`config.mk`:
```
export PLATFORM = sky130hd
export DESIGN_NAME = smb_cfg_slave
export DESIGN_NICKNAME = d
export VERILOG_FILES = /design/src/rtl/smb_pkg.sv /design/src/rtl/smb_line_sync.sv /design/src/rtl/smb_slave_fsm.sv /design/src/rtl/smb_cfg_slave.sv
export SDC_FILE = /design/constraint.sdc
export NUM_CORES = 1
export LEC_CHECK = 0
export CORE_MARGIN = 2
export CORE_UTILIZATION = 35
export CTS_BUF_LIST = sky130_fd_sc_hd__clkbuf_8
export CTS_CLUSTER_DIAMETER = 120
export DETAILED_ROUTE_END_ITERATION = 7
export MAX_ROUTING_LAYER = met4
export PLACE_DENSITY_LB_ADDON = 0.12
export SETUP_SLACK_MARGIN = 0.5
export SLEW_MARGIN = 10
export SYNTH_ARGS = -nofsm -noshare
export SYNTH_HDL_FRONTEND = slang
export SYNTH_SLANG_ARGS = --single-unit
```
`constraint.sdc`:
```
create_clock -name clk -period 5.1 [get_ports clk]
set_input_delay 1.02 -clock clk [delete_from_list [all_inputs] [get_ports clk]]
set_output_delay 1.02 -clock clk [all_outputs]
set_load 0.02 [all_outputs]
```
`src/rtl/smb_pkg.sv`:
```
package smb_pkg;
  localparam int BYTE_W = 8;

  typedef enum logic [2:0] {
    ST_IDLE,
    ST_RX,
    ST_ACK,
    ST_TX,
    ST_MACK,
    ST_SKIP
  } smb_state_t;

  typedef enum logic [1:0] {
    K_ADDR,
    K_PTR,
    K_DATA
  } smb_kind_t;
endpackage

```
`src/rtl/smb_line_sync.sv`:
```
module smb_line_sync #(
  parameter int STAGES = 2
) (
  input  logic clk,
  input  logic rst,
  input  logic din,
  output logic dout,
  output logic dprev
);
  logic [STAGES-1:0] pipe;

  always_ff @(posedge clk) begin
    if (rst) begin
      pipe  <= '1;
      dprev <= 1'b1;
    end else begin
      pipe  <= {pipe[STAGES-2:0], din};
      dprev <= pipe[STAGES-1];
    end
  end

  assign dout = pipe[STAGES-1];
endmodule

```
`src/rtl/smb_slave_fsm.sv`:
```
module smb_slave_fsm
  import smb_pkg::*;
#(
  parameter int PTR_W = 8
) (
  input  logic              clk,
  input  logic              rst,
  input  logic [6:0]        dev_addr,
  input  logic              scl_s,
  input  logic              scl_p,
  input  logic              sda_s,
  input  logic              sda_p,
  output logic              sda_oe,
  output logic [PTR_W-1:0]  reg_addr,
  output logic [BYTE_W-1:0] reg_wdata,
  output logic              reg_wr,
  output logic              reg_rd,
  input  logic [BYTE_W-1:0] reg_rdata
);
  smb_state_t        state;
  smb_kind_t         kind;
  logic [3:0]        bitcnt;
  logic [BYTE_W-1:0] shreg;
  logic [BYTE_W-1:0] txbuf;
  logic [PTR_W-1:0]  ptr;
  logic              is_read;
  logic              rd_pend;

  logic scl_rise, scl_fall, start_det, stop_det;
  assign scl_rise  = scl_s & ~scl_p;
  assign scl_fall  = ~scl_s & scl_p;
  assign start_det = scl_s & scl_p & sda_p & ~sda_s;
  assign stop_det  = scl_s & scl_p & ~sda_p & sda_s;

  always_ff @(posedge clk) begin
    if (rst) begin
      state     <= ST_IDLE;
      kind      <= K_ADDR;
      bitcnt    <= '0;
      shreg     <= '0;
      txbuf     <= '0;
      ptr       <= '0;
      is_read   <= 1'b0;
      rd_pend   <= 1'b0;
      sda_oe    <= 1'b0;
      reg_addr  <= '0;
      reg_wdata <= '0;
      reg_wr    <= 1'b0;
      reg_rd    <= 1'b0;
    end else begin
      reg_wr  <= 1'b0;
      reg_rd  <= 1'b0;
      rd_pend <= reg_rd;
      if (start_det) begin
        state  <= ST_RX;
        kind   <= K_ADDR;
        bitcnt <= '0;
        sda_oe <= 1'b0;
      end else if (stop_det) begin
        state  <= ST_IDLE;
        sda_oe <= 1'b0;
      end else begin
        case (state)
          ST_RX: begin
            if (scl_rise && bitcnt != 4'd8) begin
              shreg  <= {shreg[BYTE_W-2:0], sda_s};
              bitcnt <= bitcnt + 4'd1;
            end else if (scl_fall && bitcnt == 4'd8) begin
              case (kind)
                K_ADDR: begin
                  if (shreg[7:1] == dev_addr) begin
                    sda_oe  <= 1'b1;
                    state   <= ST_ACK;
                    is_read <= shreg[0];
                    if (shreg[0]) begin
                      reg_rd   <= 1'b1;
                      reg_addr <= ptr;
                    end else begin
                      kind <= K_PTR;
                    end
                  end else begin
                    state <= ST_SKIP;
                  end
                end
                K_PTR: begin
                  ptr    <= PTR_W'(shreg);
                  kind   <= K_DATA;
                  sda_oe <= 1'b1;
                  state  <= ST_ACK;
                end
                default: begin
                  reg_wr    <= 1'b1;
                  reg_addr  <= ptr;
                  reg_wdata <= shreg;
                  ptr       <= ptr + 1'b1;
                  sda_oe    <= 1'b1;
                  state     <= ST_ACK;
                end
              endcase
            end
          end
          ST_ACK: begin
            if (scl_fall) begin
              bitcnt <= '0;
              if (is_read) begin
                state  <= ST_TX;
                sda_oe <= ~txbuf[7];
              end else begin
                state  <= ST_RX;
                sda_oe <= 1'b0;
              end
            end
          end
          ST_TX: begin
            if (scl_fall) begin
              if (bitcnt == 4'd7) begin
                sda_oe <= 1'b0;
                state  <= ST_MACK;
                ptr    <= ptr + 1'b1;
              end else begin
                bitcnt <= bitcnt + 4'd1;
                txbuf  <= {txbuf[BYTE_W-2:0], 1'b0};
                sda_oe <= ~txbuf[6];
              end
            end
          end
          ST_MACK: begin
            if (scl_rise) begin
              if (!sda_s) begin
                reg_rd   <= 1'b1;
                reg_addr <= ptr;
              end else begin
                state <= ST_SKIP;
              end
            end else if (scl_fall) begin
              state  <= ST_TX;
              bitcnt <= '0;
              sda_oe <= ~txbuf[7];
            end
          end
          default: ;
        endcase
      end
      if (rd_pend) txbuf <= reg_rdata;
    end
  end

  // the data line moves only while the clock line is low
  assert_sda_scl_low_R11: assert property (@(posedge clk) disable iff (rst)
    !$stable(sda_oe) |-> !scl_s);

  // write and read strobes never overlap, and a write strobe lasts one cycle
  assert_strobe_excl_R5: assert property (@(posedge clk) disable iff (rst)
    !(reg_wr && reg_rd));
  assert_wr_single_R5: assert property (@(posedge clk) disable iff (rst)
    reg_wr |=> !reg_wr);

  // read strobes occur only around an acknowledge
  assert_rd_context_R6: assert property (@(posedge clk) disable iff (rst)
    reg_rd |-> (state == ST_ACK || state == ST_MACK));

  // a skipped transaction is silent
  assert_skip_quiet_R9: assert property (@(posedge clk) disable iff (rst)
    (state == ST_SKIP) |-> (!sda_oe && !reg_wr && !reg_rd));

  // a STOP releases the line and returns to idle
  assert_stop_idle_R10: assert property (@(posedge clk) disable iff (rst)
    stop_det |=> (state == ST_IDLE && !sda_oe));
endmodule

```
`src/rtl/smb_cfg_slave.sv`:
```
module smb_cfg_slave
  import smb_pkg::*;
#(
  parameter int PTR_W       = 8,
  parameter int SYNC_STAGES = 2
) (
  input  logic              clk,
  input  logic              rst,
  input  logic [3:0]        addr_strap,
  input  logic              scl_in,
  input  logic              sda_in,
  output logic              sda_oe,
  output logic [PTR_W-1:0]  reg_addr,
  output logic [BYTE_W-1:0] reg_wdata,
  output logic              reg_wr,
  output logic              reg_rd,
  input  logic [BYTE_W-1:0] reg_rdata
);
  localparam int LINES = 2;

  logic [LINES-1:0] line_raw, line_s, line_p;
  logic [3:0]       strap_q;
  logic [6:0]       dev_addr;

  assign line_raw = {sda_in, scl_in};

  generate
    for (genvar g = 0; g < LINES; g++) begin : g_sync
      smb_line_sync #(.STAGES(SYNC_STAGES)) u_sync (
        .clk  (clk),
        .rst  (rst),
        .din  (line_raw[g]),
        .dout (line_s[g]),
        .dprev(line_p[g])
      );
    end
  endgenerate

  always_ff @(posedge clk) begin
    if (rst) strap_q <= addr_strap;
  end

  assign dev_addr = {2'b11, strap_q[3], 1'b0, strap_q[2:0]};

  smb_slave_fsm #(.PTR_W(PTR_W)) u_fsm (
    .clk      (clk),
    .rst      (rst),
    .dev_addr (dev_addr),
    .scl_s    (line_s[0]),
    .scl_p    (line_p[0]),
    .sda_s    (line_s[1]),
    .sda_p    (line_p[1]),
    .sda_oe   (sda_oe),
    .reg_addr (reg_addr),
    .reg_wdata(reg_wdata),
    .reg_wr   (reg_wr),
    .reg_rd   (reg_rd),
    .reg_rdata(reg_rdata)
  );
endmodule

```
### Word-level counts from Yosys, hierarchy flattened

Cells that the tools add are included.

* bitwise gates (word level): 19
* reductions and logical operators: 25
* $add $sub $neg: 2
* equal/unequal tests: 38
* mux-type cells: 63

Operators by type and width (number)
* 8-bit two-way mux: 16
* 8-bit case mux with 2 select lines: 4
* 8-bit AND reduction: 4
* 3-bit two-way mux: 10
* 2-bit by 1-bit inequality test with 1-bit output (second input constant): 11
* 1-bit two-way mux: 20
* 4-bit two-way mux: 5
* 4-bit by 1-bit inequality test with 1-bit output (second input constant): 4
* 4-bit case mux with 4 select lines: 1
* 2-bit inequality test (second input constant): 7
* 7-bit AND reduction: 2
* 1-bit inverter: 12
* 3-bit case mux with 4 select lines: 1
* 6-bit AND reduction: 2
* 10-bit AND reduction: 1
* 2-bit nonzero test: 5
* 8-bit by 1-bit adder with 8-bit output (second input constant): 1
* 1-bit bitwise AND: 7
* 7-bit == test: 1
* 3-bit by 2-bit == test with 1-bit output (second input constant): 2
* 2-bit two-way mux: 3
* 3-bit by 2-bit inequality test with 1-bit output (second input constant): 2
* 6-bit nonzero test: 1
* 6-bit OR reduction: 1
* 22 further kinds: 24

* output and inout bits: 19
* register bits after elaboration: 64

### Logic depth before layout (Yosys ltp)

Gate-level depths: netlist of run 1.

* depth in word-level cells: 8
* depth in mapped cells: 9
* depth with buffers taken out: 7

### By module

From an unflattened synthesis of run 1, not the netlist that was laid out.

* cells, all modules: 349
* area, all modules: 3146.8 um^2

By module, submodules not included
* smb_slave_fsm: cells each 331, seq. area each 1081.0 um^2, times used 1, area each 2861.5 um^2
* smb_line_sync: cells each 6, seq. area each 60.1 um^2, times used 2, area each 78.8 um^2
* smb_cfg_slave: cells each 6, seq. area each 120.1 um^2, times used 1, area each 127.6 um^2

### Worst setup path after synthesis of run 1

No wires, ideal clock.

* kind: register -> register
* start point: register u_fsm.bitcnt[0]
* end point: register u_fsm.ptr[4]
* clock period less this slack: 2.071 ns
* library setup time: 0.136 ns
* cell stages (with the launch flop): 9
* arrival: 1.935 ns
* data required time: 4.964 ns
* setup slack: 3.029 ns
* cell sequence: dfxtp_1 ha_1 nand3b_4 o31a_1 or4_4 buf_6 buf_6 a21oi_1 o32ai_2

* cells in the longest elaborated chain, start to end: 4

Ends and longest elaborated chain
* from (decl): RTL line smb_slave_fsm.sv:22 `logic [3:0] bitcnt;`
* from (signal assigned): RTL line smb_slave_fsm.sv:67 `bitcnt <= bitcnt + 4'd1;`
* from (signal assigned): RTL line smb_slave_fsm.sv:121 `bitcnt <= bitcnt + 4'd1;`
* 4-bit inequality test or 4-bit == test (tied branches): RTL line smb_slave_fsm.sv:65, smb_slave_fsm.sv:68
* 1-bit logical AND, on equally long branches: RTL line smb_slave_fsm.sv:65, smb_slave_fsm.sv:68
* 2-bit inequality test (no line) or 2-bit by 1-bit inequality test with 1-bit output (tied branches)
* 8-bit AND reduction (no line) *
* to (signal assigned): RTL line smb_slave_fsm.sv:86 `ptr <= PTR_W'(shreg);`
* to (signal assigned): RTL line smb_slave_fsm.sv:95 `ptr <= ptr + 1'b1;`
* to (signal assigned): RTL line smb_slave_fsm.sv:119 `ptr <= ptr + 1'b1;`
* to (decl): RTL line smb_slave_fsm.sv:25 `logic [PTR_W-1:0] ptr;`

Mark *: on every way between the ends. The rest lies on a longest branch, timed or not.
A chain may end at the register's enable or synchronous reset.

### Worst setup path after layout of run 1

* start point: register u_fsm.state[0]
* end point: register u_fsm.reg_addr[3]

* cells in the longest elaborated chain, start to end: 3

Ends and longest elaborated chain
* from (decl): RTL line smb_slave_fsm.sv:20 `smb_state_t state;`
* from (signal assigned): RTL line smb_slave_fsm.sv:37 `state <= ST_IDLE;`
* from (signal assigned): RTL line smb_slave_fsm.sv:55 `state <= ST_RX;`
* from (signal assigned): RTL line smb_slave_fsm.sv:60 `state <= ST_IDLE;`
* 3-bit by 1-bit == test with 1-bit output or 3-bit == test (tied branches): RTL line smb_slave_fsm.sv:63 `case (state)`
* 3-bit by 2-bit inequality test with 1-bit output (no line), or another cell as far along
* 10-bit AND reduction (no line)
* to (signal assigned): RTL line smb_slave_fsm.sv:77 `reg_addr <= ptr;`
* to (signal assigned): RTL line smb_slave_fsm.sv:93 `reg_addr <= ptr;`
* to (signal assigned): RTL line smb_slave_fsm.sv:131 `reg_addr <= ptr;`
* to (decl): RTL line smb_slave_fsm.sv:14 `output logic [PTR_W-1:0] reg_addr,`

Parallel ways exist; a longest one is shown, timed or not.

==> impl_metrics.toml, run 1 <==
[global_routing]
grt_max_degree = 47
antenna_found_initial = 0
grt_overflow = 0
grt_first_pass_wirelength_um = 11800
grt_pass1_vias = 2444
grt_use_total_pct = 15.5

[logic_synthesis]
yosysWarnings = 0
syn_area_mm2 = 0.00307
avgSynthCellArea_um2 = 8.82
synth-edff-count = 4
synth_fa_ha_area_share_pct = 1.22
synth_ff_type = "dfxtp_1"
yosysUniqueCellTypes = 60
synthArstFlopShare_pct = 0
synth_fp_nets = 367
synth-compound-area-share_pct = 15.9
synth_top_family_by_area = "simple AND/OR/NAND/NOR gates"
synthSimpleGateAreaFrac_pct = 25.7
yosysSeqAreaShare_pct = 43.1
netlist_instances = 348
synthMuxAreaShare_pct = 8.52
synth_xor_area_share_pct = 1.71
ys_ff_latch = 64

[routing]
num_vias = 2571
postRouteAntennaNets = 0
wl_um = 7030
drc = 0
first_pass_iters = 4
first_iter_violations = 110
post_drt_wl_per_cell_um = 14.4
via_per_inst = 5.27

[worst_setup_path]
cpPeakStageDelay_ps = 630
path_max_fanout = 14
critPathRequiredTime_ps = 5370
critPathKind = "flip-flop to flip-flop"
start_kind = "flip-flop"
cp.arrival_ps = 2850
endpoint_kind = "flip-flop"
path_cells = "nor3b_2, and3_1, o21ai_1, a21oi_2, mux2i_1"
critPathSlowestCell = "dfxtp_1"

[placed_design]
gp_congestion = 0.849
port_buffers = 34
placedCellCount = 472
post-dp-hpwl_um = 4860
dpl_cell_area_mm2 = 0.00346

[clock_network]
cts_root_buf = "clkbuf_8"
cts_tree = "built"
cts_buffer_depth = 2
path_clk_slew_ps = 80
htree_levels = 3
numCtsBuffers = 9
postCtsSetupBuffers = 0
cts.sinks = 64
insertion_delay_ps = 340
ctsHoldBuffers = 0
cts_resized = 0

[pwr]
combPwrFrac_pct = 17.9
ir_drop_mv = 0.134
total_leakage_power_nw = 1.33
power_density_mw_per_mm2 = 316
seq_power_share_pct = 48.9
switching_share_pct = 30.8
p_sw_mw = 0.353
intPower_mw = 0.794
p_clk_share_pct = 33.3

[sta]
period_share_pct = 50.6
worst_pin_slew_ps = 1070
slew_headroom_pct = 28.3
drv_slew = 0
finalClockSkew_ps = 7.69
finalSetupTns_ps = 0
hold_viol = 0
setup_viol = 0
fin_crit_ps = 2580
rsz0062_at_grt = "false"
max_freq_mhz = 387

[layout]
final_cell_mix = "dfxtp_1 (60), nor2_1 (41), nand2_1 (40)"
final_common_cell = "dfxtp_1"
drive_gt1_share_pct = 10.8
nNetsFinal = 394
antenna_cells = 0
final_core_util_pct = 42.3
design_area_mm2 = 0.00363
layout.cells.non_filler = 488
syn_to_final_growth_pct = 18.5

[floorplanning]
std_cell_rows = 34
start_util_pct = 35.7
ios = 35
core_mm2 = 0.00859
die_area_mm2 = 0.00953
die_y_um = 97.6
die_w_um = 97.6

[status]
outcome = "finished clean"

[job]
max-cap-violations = 0

[worst_hold_path]
hold_path.class = "flip-flop to flip-flop"
## power by group through the flow
stage                     clock network [mW]  logic (mW)  registers (mW)
after floorplan                            0       0.168           0.551
after global placement                     0       0.203           0.572
after detailed placement                   0       0.204           0.571
after CTS                              0.394       0.205           0.560
after global routing                   0.416       0.225           0.565
final                                  0.382       0.205           0.560
## worst max-delay path: cells and delay by family (launching register included)
kind	cells	cell delay [ps]
simple gates	2	920
flops	1	630
compound gates	2	710
mux	1	260
## routing by layer
layer  wire (um)  vias to the layer above  track usage [%]
li1            -                     1291                -
met1        3290                     1210             19.8
met2        3280                       57             24.1
met3         345                       13             3.67
met4         116                        0             5.45
met5           0                        -                -
## registers in the layout, summed over array words and instances (netlist names)
name                 cells
u_fsm.state              3
u_fsm.kind               2
u_fsm.reg_addr           8
u_fsm.ptr                8
g_sync.u_sync.pipe       4
u_fsm.shreg              8
u_fsm.bitcnt             4
u_fsm.sda_oe             1
u_fsm.txbuf              8
strap_q                  4
u_fsm.reg_wdata          8
g_sync.u_sync.dprev      2
u_fsm.is_read            1
u_fsm.reg_rd             1
u_fsm.reg_wr             1
u_fsm.rd_pend            1
## synth_stat cells, types with 5 or more instances
master	n	area, um2
dfxtp_1	60	1200
nor2_1	41	154
nand2_1	40	150
a21oi_1	34	170
mux2i_1	25	250
nand3_1	18	90.1
clkbuf_1	13	48.8
or2_2	8	50.1
inv_1	6	22.5
nor3_1	6	30.0
o21ai_0	6	30.0
nor2b_1	5	31.3
xor2_1	5	43.8
## metrics by stage
stage               hold slack [ps]  worst slack [ps]  total power [mW]
finish                          413              2520              1.15
detailed placement              397              2440             0.775
global route                    442              2280              1.21
global placement                399              2480             0.775
floorplan                       389              3030             0.719
CTS                             417              2500              1.16
## cell type report
type	instances	area (um2)
tap	108	135
clock inverter	7	46.3
fill	899	4960
inverter	7	26.3
timing repair buffer	36	355
multi-input combinational	257	1630
sequential	64	1320
clock buffer	9	124
## cells by family after synthesis
kind of cell / after synthesis
muxes: 26
AOI/OAI and AO/OA: 71
xor gates and xnor gates: 6
and+or+nand+nor: 151
adders and majority gates: 3
DFF: 64
buffers and inverters: 27
## path summary, 6_finish.rpt
check / from / endpoint / slack (ps) / depth (start not counted)
hold reg to reg: g_sync[0].u_sync.pipe[0] / g_sync[0].u_sync.pipe[1] / 410 / 1
setup reg to reg: u_fsm.state[0] / u_fsm.reg_addr[3] / 2520 / 5
hold / removal: g_sync[0].u_sync.pipe[0] / g_sync[0].u_sync.pipe[1] / 410 / 1
setup / recovery: u_fsm.state[0] / u_fsm.reg_addr[3] / 2520 / 5
No activity file was read; power rests on OpenSTA's default activity.
==> run 2, diff against run 1 <==
==> constraint.sdc (replaced) <==
create_clock -name clk -period 2.5 [get_ports clk]
set_input_delay 0.5 -clock clk [delete_from_list [all_inputs] [get_ports clk]]
set_output_delay 0.5 -clock clk [all_outputs]
set_load 0.02 [all_outputs]
==> run 2 against run 1 <==
Effect of this change: highest routed layer unchanged; cell count grew 2.5%; first-iteration DRC count grew 45%; via count grew 2.5%; die area is the same; total power grew 140%; clock skew shrank 0.80 ps; worst setup slack lost 1900 ps; hold slack gained 1.4 ps.
==> impl_metrics.toml, run 2 (synthesis gave the netlist of run 1 again) <==
[pwr]
intPower_mw = 1.97
seq_power_share_pct = 42.8
switching_share_pct = 28.1
combPwrFrac_pct = 17.1
p_clk_share_pct = 40.1
total_leakage_power_nw = 1.44
p_sw_mw = 0.770
ir_drop_mv = 0.349
power_density_mw_per_mm2 = 700
total_power_mw = 2.74

[clock_network]
cts_buffer_depth = 2
cts_root_buf = "clkbuf_8"
ctsHoldBuffers = 0
htree_levels = 3
cts.sinks = 64
insertion_delay_ps = 340
numCtsBuffers = 9
cts_tree = "built"
path_clk_slew_ps = 80

[floorplanning]
start_util_pct = 35.7
std_cell_rows = 34
core_mm2 = 0.00859
ios = 35
die_y_um = 97.6
die_area_mm2 = 0.00953
die_w_um = 97.6

[sta]
finalSetupTns_ps = 0
max_freq_mhz = 518
worst_pin_slew_ps = 572
rsz0062_at_grt = "true"
period_share_pct = 77.2
hold_viol = 0
fin_crit_ps = 1930
finalClockSkew_ps = 6.89
drv_slew = 0
finalWorstSetupSlack_ps = 570
slew_headroom_pct = 61.9
setup_viol = 0

[routing]
num_vias = 2635
first_pass_iters = 5
postRouteAntennaNets = 0
first_iter_violations = 159
drc = 0
wl_um = 7700
post_drt_wl_per_cell_um = 15.4
via_per_inst = 5.27

[worst_setup_path]
path_cells = "inv_1, ha_1, and3b_2, a21oi_4, or4_4, a21oi_2, o32ai_2"
path_max_fanout = 8
cpPeakStageDelay_ps = 650
cp.arrival_ps = 2150
critPathKind = "flip-flop to flip-flop"
critPathRequiredTime_ps = 2720
endpoint_kind = "flip-flop"
critPathSlowestCell = "or4_4"
start_kind = "flip-flop"

[worst_hold_path]
hold_path.class = "flip-flop to flip-flop"

[status]
outcome = "finished clean"

[layout]
syn_to_final_growth_pct = 27.4
layout.cells.non_filler = 500
drive_gt1_share_pct = 18.6
antenna_cells = 0
nNetsFinal = 406
final_common_cell = "dfxtp_1"
final_core_util_pct = 45.5
final_cell_mix = "dfxtp_1 (53), nor2_1 (40), nand2_1 (40)"

[placed_design]
gp_congestion = 0.832
port_buffers = 34
post-dp-hpwl_um = 5170
pre_cts_ws_ps = 201
placedCellCount = 479

[global_routing]
grt_first_pass_wirelength_um = 12600
grt_overflow = 0
antenna_found_initial = 0
grt_max_degree = 27
grt_pass1_vias = 2471
grt_use_total_pct = 16.9

[job]
max-cap-violations = 0
-- run 2: cell types whose count changed in the layout (fill, tap and decap cells not counted), sizes merged --
cell    change
clkinv      -3
bufinv      +3
buf        +11
or4         +1
-- run 2: final timing paths --
| kind | cells after the start | start | endpoint | slack (ps) |
|---|---|---|---|---|
| setup / recovery | 7 | u_fsm.bitcnt[0] | u_fsm.ptr[6] | 570 |
| hold reg to reg | 1 | g_sync[0].u_sync.pipe[0] | g_sync[0].u_sync.pipe[1] | 410 |
| hold / removal | 1 | g_sync[0].u_sync.pipe[0] | g_sync[0].u_sync.pipe[1] | 410 |
| setup reg to reg | 7 | u_fsm.bitcnt[0] | u_fsm.ptr[6] | 570 |
-- run 2: final cells by class --
type / count / area [um2]
clock buffers: 9 / 124
clock inverters: 7 / 118
fillers: 862 / 4680
inverters: 7 / 26.3
multi-input cells: 258 / 1730
flip-flops and latches: 64 / 1340
well taps: 108 / 135
repair buffers: 47 / 438
-- run 2: power groups by stage --
| stage | sequential (mW) | combinational (mW) | clock (mW) |
|---|---|---|---|
| 5_1_grt | 1.18 | 0.508 | 1.17 |
| 3_3_place_gp | 1.17 | 0.422 | 0 |
| 6_report | 1.17 | 0.467 | 1.10 |
| 4_1_cts | 1.15 | 0.438 | 1.13 |
| 3_5_place_dp | 1.17 | 0.417 | 0 |
| 2_1_floorplan | 1.13 | 0.343 | 0 |
-- run 2: stage by stage --
stage	hold slack, ps	cell area [um2]
floorplan	389	3070
global placement	396	3520
detailed placement	399	3520
CTS	418	3810
global route	436	3910
finish	414	3910
-- run 2: timing repair --
| item | 4_1_cts | 5_1_grt |
|---|---|---|
| setup endpoints to repair | 21 | 32 |
| cloned | 1 | 0 |
| pin swaps | 1 | 4 |
| buffers inserted | 1 | 3 |
| gates resized for setup | 12 | 19 |
-- run 2: worst max-delay path: cells and delay by family (launching register included) --
kind                     cells  cell delay [ps]
adder cells (fa/ha/maj)      1              150
AND/OR/NAND/NOR              2              890
AO/OA/AOI/OAI                3              350
buffers and inverters        1               60
flip-flops                   1              370
-- run 2: per-layer routing --
| metal | global-route usage (%) | up-vias | wire, um |
|---|---|---|---|
| met4 | 5.13 | 0 | 77 |
| met3 | 3.74 | 6 | 241 |
| met5 | - | - | 0 |
| met2 | 24.8 | 40 | 3490 |
| li1 | - | 1320 | - |
| met1 | 23.4 | 1269 | 3890 |
